<file path="src/rtl/irr_pkg.sv">
package irr_pkg;

    localparam int NSRC = 11;

    localparam int SRC_WDOG   = 0;
    localparam int SRC_TEMP   = 1;
    localparam int SRC_GSHIFT = 2;
    localparam int SRC_BATT   = 3;
    localparam int SRC_SUPPLY = 4;
    localparam int SRC_CANF   = 5;
    localparam int SRC_LINF   = 6;
    localparam int SRC_WAKE   = 7;
    localparam int SRC_CANW   = 8;
    localparam int SRC_LINW   = 9;
    localparam int SRC_SPIF   = 10;

    localparam logic [2:0] MD_STARTUP = 3'd0;
    localparam logic [2:0] MD_RESTART = 3'd1;
    localparam logic [2:0] MD_STANDBY = 3'd2;
    localparam logic [2:0] MD_NORMAL  = 3'd3;
    localparam logic [2:0] MD_FLASH   = 3'd4;
    localparam logic [2:0] MD_SLEEP   = 3'd5;

    typedef enum logic [1:0] {
        ST_PRIME = 2'd0,
        ST_WATCH = 2'd1,
        ST_FIRE  = 2'd2
    } state_e;

endpackage

</file>
<file path="src/rtl/irr_sync.sv">
module irr_sync #(
    parameter int W      = 8,
    parameter int STAGES = 2
) (
    input  logic         clk_i,
    input  logic         rst_ni,
    input  logic [W-1:0] d_i,
    output logic [W-1:0] q_o
);

    generate
        if (STAGES < 1) begin : g_pass
            logic unused_clk;
            assign unused_clk = clk_i ^ rst_ni;
            assign q_o = d_i;
        end else begin : g_pipe
            logic [W-1:0] stg [STAGES];

            always_ff @(posedge clk_i or negedge rst_ni) begin
                if (!rst_ni) begin
                    for (int i = 0; i < STAGES; i++) stg[i] <= '0;
                end else begin
                    stg[0] <= d_i;
                    for (int i = 1; i < STAGES; i++) stg[i] <= stg[i-1];
                end
            end

            assign q_o = stg[STAGES-1];
        end
    endgenerate

endmodule

</file>
<file path="src/rtl/irr_edge.sv">
module irr_edge #(
    parameter int W = 8
) (
    input  logic         clk_i,
    input  logic         rst_ni,
    input  logic [W-1:0] lvl_i,
    output logic [W-1:0] chg_o
);

    logic [W-1:0] prev_q;

    always_ff @(posedge clk_i or negedge rst_ni) begin
        if (!rst_ni) prev_q <= '0;
        else         prev_q <= lvl_i;
    end

    assign chg_o = lvl_i ^ prev_q;

endmodule

</file>
<file path="src/rtl/irr_decide.sv">
module irr_decide
    import irr_pkg::*;
(
    input  logic [NSRC-1:0] en_i,
    input  logic [2:0]      mode_i,
    input  logic            wdog_i,
    input  logic            canw_i,
    input  logic            linw_i,
    input  logic            spif_i,
    input  logic            temp_chg_i,
    input  logic            gnd_chg_i,
    input  logic            sense_fall_i,
    input  logic            supply_rise_i,
    input  logic            canf_chg_i,
    input  logic            linf_chg_i,
    input  logic            wake_fall_i,
    output logic [NSRC-1:0] set_o,
    output logic            rst_o
);

    logic in_standby;
    logic in_wakeable;
    logic in_boot;

    always_comb begin
        in_standby  = 1'b0;
        in_wakeable = 1'b0;
        in_boot     = 1'b0;
        case (mode_i)
            MD_STARTUP, MD_RESTART: in_boot = 1'b1;
            MD_STANDBY: begin
                in_standby  = 1'b1;
                in_wakeable = 1'b1;
            end
            MD_NORMAL, MD_FLASH: in_wakeable = 1'b1;
            default: ;
        endcase
    end

    always_comb begin
        set_o = '0;
        rst_o = 1'b0;

        if (wdog_i) begin
            if (in_standby && en_i[SRC_WDOG]) set_o[SRC_WDOG] = 1'b1;
            else                              rst_o = 1'b1;
        end

        set_o[SRC_TEMP]   = temp_chg_i    & en_i[SRC_TEMP];
        set_o[SRC_GSHIFT] = gnd_chg_i     & en_i[SRC_GSHIFT];
        set_o[SRC_BATT]   = sense_fall_i  & en_i[SRC_BATT];
        set_o[SRC_SUPPLY] = supply_rise_i & en_i[SRC_SUPPLY];
        set_o[SRC_CANF]   = canf_chg_i    & en_i[SRC_CANF];
        set_o[SRC_LINF]   = linf_chg_i    & en_i[SRC_LINF];

        if (wake_fall_i) begin
            if (en_i[SRC_WAKE] && in_wakeable)     set_o[SRC_WAKE] = 1'b1;
            else if (!en_i[SRC_WAKE] && in_standby) rst_o = 1'b1;
        end

        if (canw_i) begin
            if (en_i[SRC_CANW]) set_o[SRC_CANW] = 1'b1;
            else                rst_o = 1'b1;
        end

        if (linw_i) begin
            if (en_i[SRC_LINW]) set_o[SRC_LINW] = 1'b1;
            else                rst_o = 1'b1;
        end

        if (spif_i) begin
            if (in_boot)             rst_o = 1'b1;
            else if (en_i[SRC_SPIF]) set_o[SRC_SPIF] = 1'b1;
        end
    end

endmodule

</file>
<file path="src/rtl/irr_ctrl.sv">
module irr_ctrl
    import irr_pkg::*;
#(
    parameter int SYNC_STAGES = 2
) (
    input  logic            clk_i,
    input  logic            rst_ni,
    input  logic [NSRC-1:0] set_i,
    input  logic            rst_i,
    input  logic [NSRC-1:0] clr_i,
    output logic [NSRC-1:0] flags_o,
    output logic            irq_o,
    output logic            rst_req_o,
    output logic            active_o
);

    localparam int CW = $clog2(SYNC_STAGES + 2) + 1;

    state_e        state_q;
    state_e        state_d;
    logic [CW-1:0] cnt_q;
    logic          primed;
    logic          take_set;
    logic          fire;

    assign primed = (cnt_q == CW'(SYNC_STAGES));

    // state register
    always_ff @(posedge clk_i or negedge rst_ni) begin
        if (!rst_ni) begin
            state_q <= ST_PRIME;
            cnt_q   <= '0;
        end else begin
            state_q <= state_d;
            if (state_q == ST_PRIME) cnt_q <= cnt_q + 1'b1;
        end
    end

    // next state
    always_comb begin
        state_d = state_q;
        unique case (state_q)
            ST_PRIME: if (primed) state_d = ST_WATCH;
            ST_WATCH: if (rst_i)  state_d = ST_FIRE;
            ST_FIRE:              state_d = ST_WATCH;
            default:              state_d = ST_PRIME;
        endcase
    end

    // outputs of the state
    always_comb begin
        active_o = 1'b0;
        take_set = 1'b0;
        fire     = 1'b0;
        unique case (state_q)
            ST_PRIME: ;
            ST_WATCH: begin
                active_o = 1'b1;
                take_set = !rst_i;
            end
            ST_FIRE: begin
                active_o = 1'b1;
                take_set = !rst_i;
                fire     = 1'b1;
            end
            default: ;
        endcase
    end

    always_ff @(posedge clk_i or negedge rst_ni) begin
        if (!rst_ni) flags_o <= '0;
        else         flags_o <= (flags_o & ~clr_i) | (take_set ? set_i : '0);
    end

    assign irq_o     = |flags_o;
    assign rst_req_o = fire;

endmodule

</file>
<file path="src/rtl/irq_rst_router.sv">
module irq_rst_router
    import irr_pkg::*;
#(
    parameter int FAIL_W      = 3,
    parameter int SYNC_STAGES = 2
) (
    input  logic              clk_i,
    input  logic              rst_ni,
    input  logic [2:0]        mode_i,
    input  logic [NSRC-1:0]   en_i,
    input  logic [NSRC-1:0]   clr_i,
    input  logic              wd_ovf_i,
    input  logic              temp_warn_i,
    input  logic              gnd_shift_i,
    input  logic              sense_i,
    input  logic              wake_i,
    input  logic              supply_short_i,
    input  logic [FAIL_W-1:0] can_fail_i,
    input  logic [FAIL_W-1:0] lin_fail_i,
    input  logic              can_wake_i,
    input  logic              lin_wake_i,
    input  logic              spi_cnt_fail_i,
    output logic              irq_o,
    output logic              rst_req_o,
    output logic [NSRC-1:0]   flags_o
);

    localparam int LVL_W  = 5 + 2 * FAIL_W;
    localparam int STB_W  = 4;
    localparam int BUS_W  = LVL_W + STB_W + 3;
    localparam int L_TEMP = 0;
    localparam int L_GND  = 1;
    localparam int L_SNS  = 2;
    localparam int L_SUP  = 3;
    localparam int L_WAKE = 4;
    localparam int L_CANF = 5;
    localparam int L_LINF = 5 + FAIL_W;

    logic [BUS_W-1:0] raw_bus;
    logic [BUS_W-1:0] sync_bus;
    logic [LVL_W-1:0] lvl_q;
    logic [LVL_W-1:0] chg;
    logic [STB_W-1:0] stb_q;
    logic [2:0]       mode_q;
    logic [NSRC-1:0]  set_raw;
    logic             rst_raw;
    logic             active;

    assign raw_bus = {mode_i, spi_cnt_fail_i, lin_wake_i, can_wake_i, wd_ovf_i,
                      lin_fail_i, can_fail_i, wake_i, supply_short_i, sense_i,
                      gnd_shift_i, temp_warn_i};

    irr_sync #(.W(BUS_W), .STAGES(SYNC_STAGES)) u_sync (
        .clk_i  (clk_i),
        .rst_ni (rst_ni),
        .d_i    (raw_bus),
        .q_o    (sync_bus)
    );

    assign lvl_q  = sync_bus[LVL_W-1:0];
    assign stb_q  = sync_bus[LVL_W +: STB_W];
    assign mode_q = sync_bus[LVL_W+STB_W +: 3];

    irr_edge #(.W(LVL_W)) u_edge (
        .clk_i  (clk_i),
        .rst_ni (rst_ni),
        .lvl_i  (lvl_q),
        .chg_o  (chg)
    );

    irr_decide u_decide (
        .en_i          (en_i),
        .mode_i        (mode_q),
        .wdog_i        (stb_q[0]),
        .canw_i        (stb_q[1]),
        .linw_i        (stb_q[2]),
        .spif_i        (stb_q[3]),
        .temp_chg_i    (chg[L_TEMP]),
        .gnd_chg_i     (chg[L_GND]),
        .sense_fall_i  (chg[L_SNS] & ~lvl_q[L_SNS]),
        .supply_rise_i (chg[L_SUP] & lvl_q[L_SUP]),
        .canf_chg_i    (|chg[L_CANF +: FAIL_W]),
        .linf_chg_i    (|chg[L_LINF +: FAIL_W]),
        .wake_fall_i   (chg[L_WAKE] & ~lvl_q[L_WAKE]),
        .set_o         (set_raw),
        .rst_o         (rst_raw)
    );

    irr_ctrl #(.SYNC_STAGES(SYNC_STAGES)) u_ctrl (
        .clk_i     (clk_i),
        .rst_ni    (rst_ni),
        .set_i     (set_raw),
        .rst_i     (rst_raw),
        .clr_i     (clr_i),
        .flags_o   (flags_o),
        .irq_o     (irq_o),
        .rst_req_o (rst_req_o),
        .active_o  (active)
    );

endmodule

</file>
<file path="config.mk">
export PLATFORM = sky130hd
export DESIGN_NAME = irq_rst_router
export DESIGN_NICKNAME = d
export VERILOG_FILES = /design/src/rtl/irr_pkg.sv /design/src/rtl/irr_sync.sv /design/src/rtl/irr_edge.sv /design/src/rtl/irr_decide.sv /design/src/rtl/irr_ctrl.sv /design/src/rtl/irq_rst_router.sv
export SDC_FILE = /design/constraint.sdc
export NUM_CORES = 1
export LEC_CHECK = 0
export ABC_CLOCK_PERIOD_IN_PS = 2250
export BUFFER_PORTS_ARGS = -buffer_cell sky130_fd_sc_hd__buf_2
export CAP_MARGIN = 20
export CORE_ASPECT_RATIO = 0.5
export CORE_MARGIN = 4
export CORE_UTILIZATION = 45
export DETAILED_ROUTE_END_ITERATION = 12
export PLACE_DENSITY = 0.68
export SYNTH_ARGS = -nofsm -noshare
export SYNTH_HDL_FRONTEND = slang
export SYNTH_SLANG_ARGS = --single-unit
</file>
<file path="constraint.sdc">
create_clock -name clk_i -period 2.25 [get_ports clk_i]
set_input_delay 0.45 -clock clk_i [delete_from_list [all_inputs] [get_ports clk_i]]
set_output_delay 0.45 -clock clk_i [all_outputs]
set_load 0.005 [all_outputs]
</file>
==> reports/qor.csv, run 1 <==
metric;value;unit
post_cts_resize_count;0;
syn_area;0.002088;mm^2
fin_crit_sh;83.45;%
place_inst;253;
drive_gt1_share;33.49;%
worstMarginPinSlew;0.5688;ns
critPathLaunch;u_sync.q_o[17];
crit_required;2.48;ns
place_congestion;0.7151;
clock_path_buffers;2;
cts-htree-levels;3;
grt_first_pass_wirelength;6.313;mm
dp_hpwl;2.663;mm
p_leak;1.321;nW
placed_area;0.002439;mm^2
clock.fmax;0.5326;GHz
area_growth;28.52;%
slew_headroom;62.08;%
syn_nets;190;
chipWidth;104.3;um
wl_per_cell;13.89;um
cp_max_fo;11;
cts_tree;done;
dr_total_vias;1261;
die_area;0.005861;mm^2
end_kind;register;
ir_drop;0.5059;mV
core_area;0.004446;mm^2
drt-vias-per-instance;4.688;
fin_area;0.002684;mm^2
clock-root-buffer;clkbuf_8;
slew_viol_final;0;
firstDrtPassIters;4;
antenna_found_initial;0;
cts_setup_buffers;0;
hp-class;input port to async pin;
cap_violations;0;
ant_nets;0;
grt_max_degree;40;
cts_hold_buf;0;
status;finished, final reports clean;
synth_cell_types;24;
pin_count;55;
clkLatencyLatePin;0.34;ns
num-nets-final;255;
max_stage_delay;0.42;ns
wirelength;3.737;mm
setup_viol;0;
cts.clk_slew.worst_paths;0.07;ns
fin_cells;269;
num-fill-cells;368;
rows;17;
postSynthCellCount;142;
critical_path_class;register to register;
final_util;60.37;%
overflow;0;
drt_iter0_drc;90;
ys_ff_latch;63;
critical_path.cell_chain;nand4bb_1 -> a32oi_1 -> nand3_1 -> o32ai_1;
antenna_cells;0;
crit_slowest_cell;nand3_1;
first_global_vias;1371;
start_util;46.97;%
startpoint_type;register;
drcViolationCount;0;
ys_seq_area_share;75.49;%
cts_num_sinks;63;
syn_area_per_cell;14.71;um^2
setup_tns;0;ns
rsz0062_at_grt;false;
p_per_area;1098;mW/mm^2
cp.arrival;2.10;ns
report.final.hold_viol_count;0;
cts_buffers;9;
die_h;56.17;um
port-buffer-count;54;
fin_skew;0.004235;ns
synth_warnings;0;
grt_usage;14.44;%
period_needed;1.878;ns
worstReg2RegStart;u_sync.q_o[17];
-- registers in the layout, summed over array words and instances (netlist names) --
| signal | count |
|---|---|
| u_ctrl.cnt_q | 3 |
| u_ctrl.flags_o | 11 |
| u_ctrl.state_q | 2 |
| u_edge.prev_q | 11 |
| u_sync.g_pipe.stg | 18 |
| u_sync.q_o | 18 |
-- final timing paths --
kind / cells past startpoint / slack [ns] / end
hold reg to reg: 0 / 0.35 / u_sync.q_o[1]
min in group clk_i: 1 / 0.21 / u_sync.g_pipe.stg[28]
setup / recovery: 4 / 0.37 / u_ctrl.flags_o[7]
setup reg to reg: 4 / 0.37 / u_ctrl.flags_o[7]
hold / removal: 1 / 0.10 / u_ctrl.state_q[1]
max in group asynchronous: 2 / 1.55 / u_sync.g_pipe.stg[25]
-- power by group --
group / internal (mW) / total [mW] / switching [mW]
clock: 0.736 / 1.18 / 0.439
sequential: 1.25 / 1.33 / 0.0820
combinational: 0.209 / 0.438 / 0.229
-- logic make-up after synthesis --
group / share of synthesized area [%]
buffers and inverters: 3.774
adders and majority gates: 3.595
AOI/OAI and AO/OA: 7.670
DFF: 75.49
muxes: 0.4793
xor gates and xnor gates: 4.194
and+or+nand+nor: 4.793
-- cells in the final DEF, fill, tap and decap left out, types with 2 or more instances in the layout --
cell        netlist  routed
a21oi_1           3       3
buf_2             0      54
bufinv_16         0       3
clkbuf_8          0       9
clkinvlp_4        0       3
dfrtp_1          63      63
ha_1              6       6
inv_1            18      18
nand2_1           9       9
nand3_1           2       2
nor2_1            4       4
nor2b_1           2       2
nor4_1            2       2
o22ai_1           6       6
o31ai_1           2       2
o32ai_1           5       5
xor2_1            9       9
-- per-layer routing --
metal  vias up  GRT usage (%)  wire (um)
met2        22          25.14       2021
met3         4          8.343        182
met1       630          14.77       1497
met5         -              0          0
li1        605              -          -
met4         0          4.545         36
-- Yosys cell counts --
master      n  area, um^2
buf_6       1       11.26
nor4_1      2       12.51
inv_1      18       67.56
a21oi_1     3       15.01
a222oi_1    1       10.01
nor2b_1     2       12.51
o21bai_1    1       7.510
o31ai_1     2       15.01
o22a_1      1       8.760
dfrtp_1    63        1577
a21boi_0    1       7.510
a31oi_1     1       6.260
o22ai_1     6       37.54
mux2i_1     1       10.01
ha_1        6       75.07
o32ai_1     5       43.79
nand4bb_1   1       11.26
a32oi_1     1       8.760
xnor2_1     1       8.760
xor2_1      9       78.83
nor2_1      4       15.01
nor3_1      1       5.000
nand2_1     9       33.78
nand3_1     2       10.01
-- per-stage QoR --
stage / hold slack, ns / setup WS [ns] / total power, mW
floorplan: 0.1544 / 0.7421 / 1.611
global placement: 0.3310 / 0.3106 / 1.765
detailed placement: 0.3347 / 0.2009 / 1.797
CTS: 0.1099 / 0.3434 / 2.981
global route: 0.1186 / 0.2154 / 3.119
finish: 0.1011 / 0.3724 / 2.946
-- critical path, delay by kind of cell, from the launching register on --
family | cells | cell delay [ns]
AO/OA/AOI/OAI | 2 | 0.70
AND/OR/NAND/NOR | 2 | 0.65
flip-flops | 1 | 0.41
-- area by class of cell --
type,count,area (um^2),area share [%]
clock buffers,9,123.9,4.615
multi-input cells,60,432.9,16.13
well taps,57,71.32,2.657
repair buffers,55,290.3,10.82
clock inverters,7,121.4,4.522
flip-flops and latches,63,1577,58.74
inverters,18,67.56,2.517
(Power assumes the default switching activity.)
==> run 2: changes to the inputs <==
- ABC_AREA: not set -> 1
- ABC_CLOCK_PERIOD_IN_PS: 2250 -> 1850
- PLACE_DENSITY: 0.68 -> 0.67
- clock period: 2.25 -> 1.85 ns (I/O delays scaled with it)
==> run 2 against run 1 <==
Against the previous run: combinational power increased by 33%; critical path depth decreased by 1; first-iteration DRC count decreased by 79%; clock-buffer cell count increased by 1; via count increased by 3.4%; routed wire length decreased by 2.6%; register-to-register slack improved by 0.12 ns; critical path type is now register to primary output; largest cell class unchanged.
==> reports/qor.csv, run 2 <==
metric;value;unit;change
status;finished, final reports clean;;
cap_violations;0;;unchanged
clock-root-buffer;clkbuf_8;;
overflow;0;;unchanged
cts_num_sinks;63;;unchanged
drt-vias-per-instance;4.332;;-7.6%
clock_path_buffers;2;;unchanged
synth_top_area_share;71.11;%;-4.4 points
hp-class;input port to async pin;;
chipWidth;107.3;um;+2.8%
period_needed;1.675;ns;
die_area;0.006182;mm^2;+5.5%
antenna_found_initial;0;;unchanged
setup_tns;0;ns;unchanged
syn_area;0.002217;mm^2;+6.2%
place_inst;285;;+13%
crit_family;simple AND/OR/NAND/NOR gates;;
core_area;0.004573;mm^2;+2.9%
synth_warnings;0;;unchanged
worstMarginPinSlew;0.3502;ns;-0.2185 ns
fin_skew;0.008423;ns;+0.004189 ns
cts_setup_buffers;0;;unchanged
ys_seq_area_share;71.11;%;-4.4 points
rsz0062_at_grt;false;;
setup_ws;0.1750;ns;-0.1974 ns
drcViolationCount;0;;unchanged
clkLatencyLatePin;0.33;ns;about the same
cp_max_fo;3;;-8
postSynthCellCount;165;;+16%
num-nets-final;278;;+9.0%
cts.clk_slew.worst_paths;0.07;ns;about the same
ant_nets;0;;unchanged
fin_cells;301;;+12%
dp_hpwl;2.630;mm;-1.2%
yosysMostFrequentCell;dfrtp_1;;
cp_num_buf_inv;1;;+1
grt_max_degree;64;;+60%
area_growth;25.90;%;
cts_buffers;9;;unchanged
wl_per_cell;12.09;um;-13%
cts_tree;done;;
critical_path_class;register to primary output;;
start_util;48.48;%;+1.5 points
crit_slowest_cell;dfrtp_1;;
pre_cts_ws;0.4445;ns;+0.2436 ns
startpoint_type;register;;
slew_viol_final;0;;unchanged
dr_total_vias;1304;;+3.4%
p_leak;1.395;nW;+5.6%
final_util;61.04;%;+0.67 points
cp.depth;3;;-1
fin_crit_sh;90.54;%;
post_cts_resize_count;0;;unchanged
place_congestion;0.7937;;+11%
syn_nets;213;;+12%
cts_hold_buf;0;;unchanged
firstDrtPassIters;4;;unchanged
report.final.hold_viol_count;0;;unchanged
rows;17;;unchanged
pin_count;55;;unchanged
grt_first_pass_wirelength;6.003;mm;-4.9%
syn_area_per_cell;13.44;um^2;-8.6%
p_per_area;1239;mW/mm^2;+13%
synth_area_leaders;dfrtp_1 71%, o22ai_2 5.6%, inv_1 4.2%;;
drt_iter0_drc;19;;-79%
crit_required;1.48;ns;-1.00 ns
netlist.top_cell.by_area;dfrtp_1;;
synth_commonest_cells;63 x dfrtp_1, 25 x inv_1, 20 x nand2_1;;
seq_area;0.001577;mm^2;unchanged
multi_input_area;528.0;um^2;+22%
num-fill-cells;371;;+0.82%
rr_worst_depth;4;;unchanged
wirelength;3.638;mm;-2.6%
ys_ff_latch;63;;unchanged
ir_drop;0.6553;mV;+30%
synth_cell_types;19;;-21%
synthFlopType;dfrtp_1;;
drive_gt1_share;37.02;%;+3.5 points
port-buffer-count;54;;unchanged
grt_usage;13.38;%;-1.1 points
ys_async_sr_fraction;100.0;%;unchanged
die_h;57.64;um;+2.6%
critical_path.cell_chain;nor4_1 -> nand3_1 -> buf_2;;
end_kind;primary output;;
antenna_cells;0;;unchanged
setup_viol;0;;unchanged
first_global_vias;1389;;+1.3%
slew_headroom;76.62;%;+15 points
clock.fmax;0.5970;GHz;
max_stage_delay;0.39;ns;-0.03 ns
final_common_cell;dfrtp_1;;
cp.arrival;1.31;ns;-0.79 ns
synth-edff-count;0;;unchanged
final_cell_mix;63 x dfrtp_1, 54 x buf_2, 25 x inv_1;;
cts-htree-levels;3;;unchanged
-- run 2: changes by cell type after synthesis, moves of 3 or more --
cell	previous run	this run
nand2_1	9	20
o22ai_2	0	10
inv_1	18	25
o22ai_1	6	0
o32ai_1	5	0
xnor2_1	1	6
xor2_1	9	4
nand3_1	2	6
nand3_2	0	3
nand3b_1	0	3
-- run 2: path summary, 6_finish.rpt --
| kind | startpoint | end | slack [ns] |
|---|---|---|---|
| max in group asynchronous | rst_ni | u_ctrl.cnt_q[0] | 1.55 |
| setup / recovery | u_ctrl.flags_o[4] | irq_o | 0.17 |
| setup reg to reg | u_ctrl.state_q[0] | u_ctrl.flags_o[8] | 0.49 |
| hold reg to reg | u_sync.g_pipe.stg[29] | u_sync.q_o[11] | 0.35 |
| hold / removal | rst_ni | u_sync.g_pipe.stg[25] | 0.03 |
| min in group clk_i | can_wake_i | u_sync.g_pipe.stg[30] | 0.14 |
-- run 2: layout make-up --
class / count / area share (%)
inverters: 27 / 3.631
clock buffers: 10 / 4.572
clock inverters: 6 / 3.048
repair buffers: 55 / 10.40
flip-flops and latches: 63 / 56.48
multi-input cells: 74 / 18.92
well taps: 66 / 2.958
-- run 2: report_power, final --
part	internal (mW)	switching, mW	total, mW
clock network	0.754	0.505	1.26
logic	0.265	0.316	0.581
registers	1.52	0.0994	1.62
-- run 2: layer usage --
layer	part of all wire (%)	wire [um]	up-vias	track usage, %
met5	0	0	-	0
met4	1.6	57	0	6.011
met3	6.5	238	6	7.453
met2	50	1833	30	22.22
met1	41	1509	612	14.19
li1	-	-	656	-
-- run 2: cells by family after synthesis --
logic type | after synthesis | synth area share, %
flops | 63 | 71.11
simple gates | 42 | 9.312
buf+inv | 28 | 5.079
compound gates | 16 | 7.167
xor+xnor | 10 | 3.950
fa+ha+maj | 6 | 3.386
-- run 2: metrics by stage --
step           hold slack, ns  power, mW  area (um^2)
2_1_floorplan         0.07441      2.018         2217
3_3_place_gp           0.3338      2.212         2579
3_5_place_dp           0.3347      2.242         2579
4_1_cts               0.03117      3.514         2791
5_1_grt               0.03584      3.680         2791
6_report              0.03162      3.460         2791
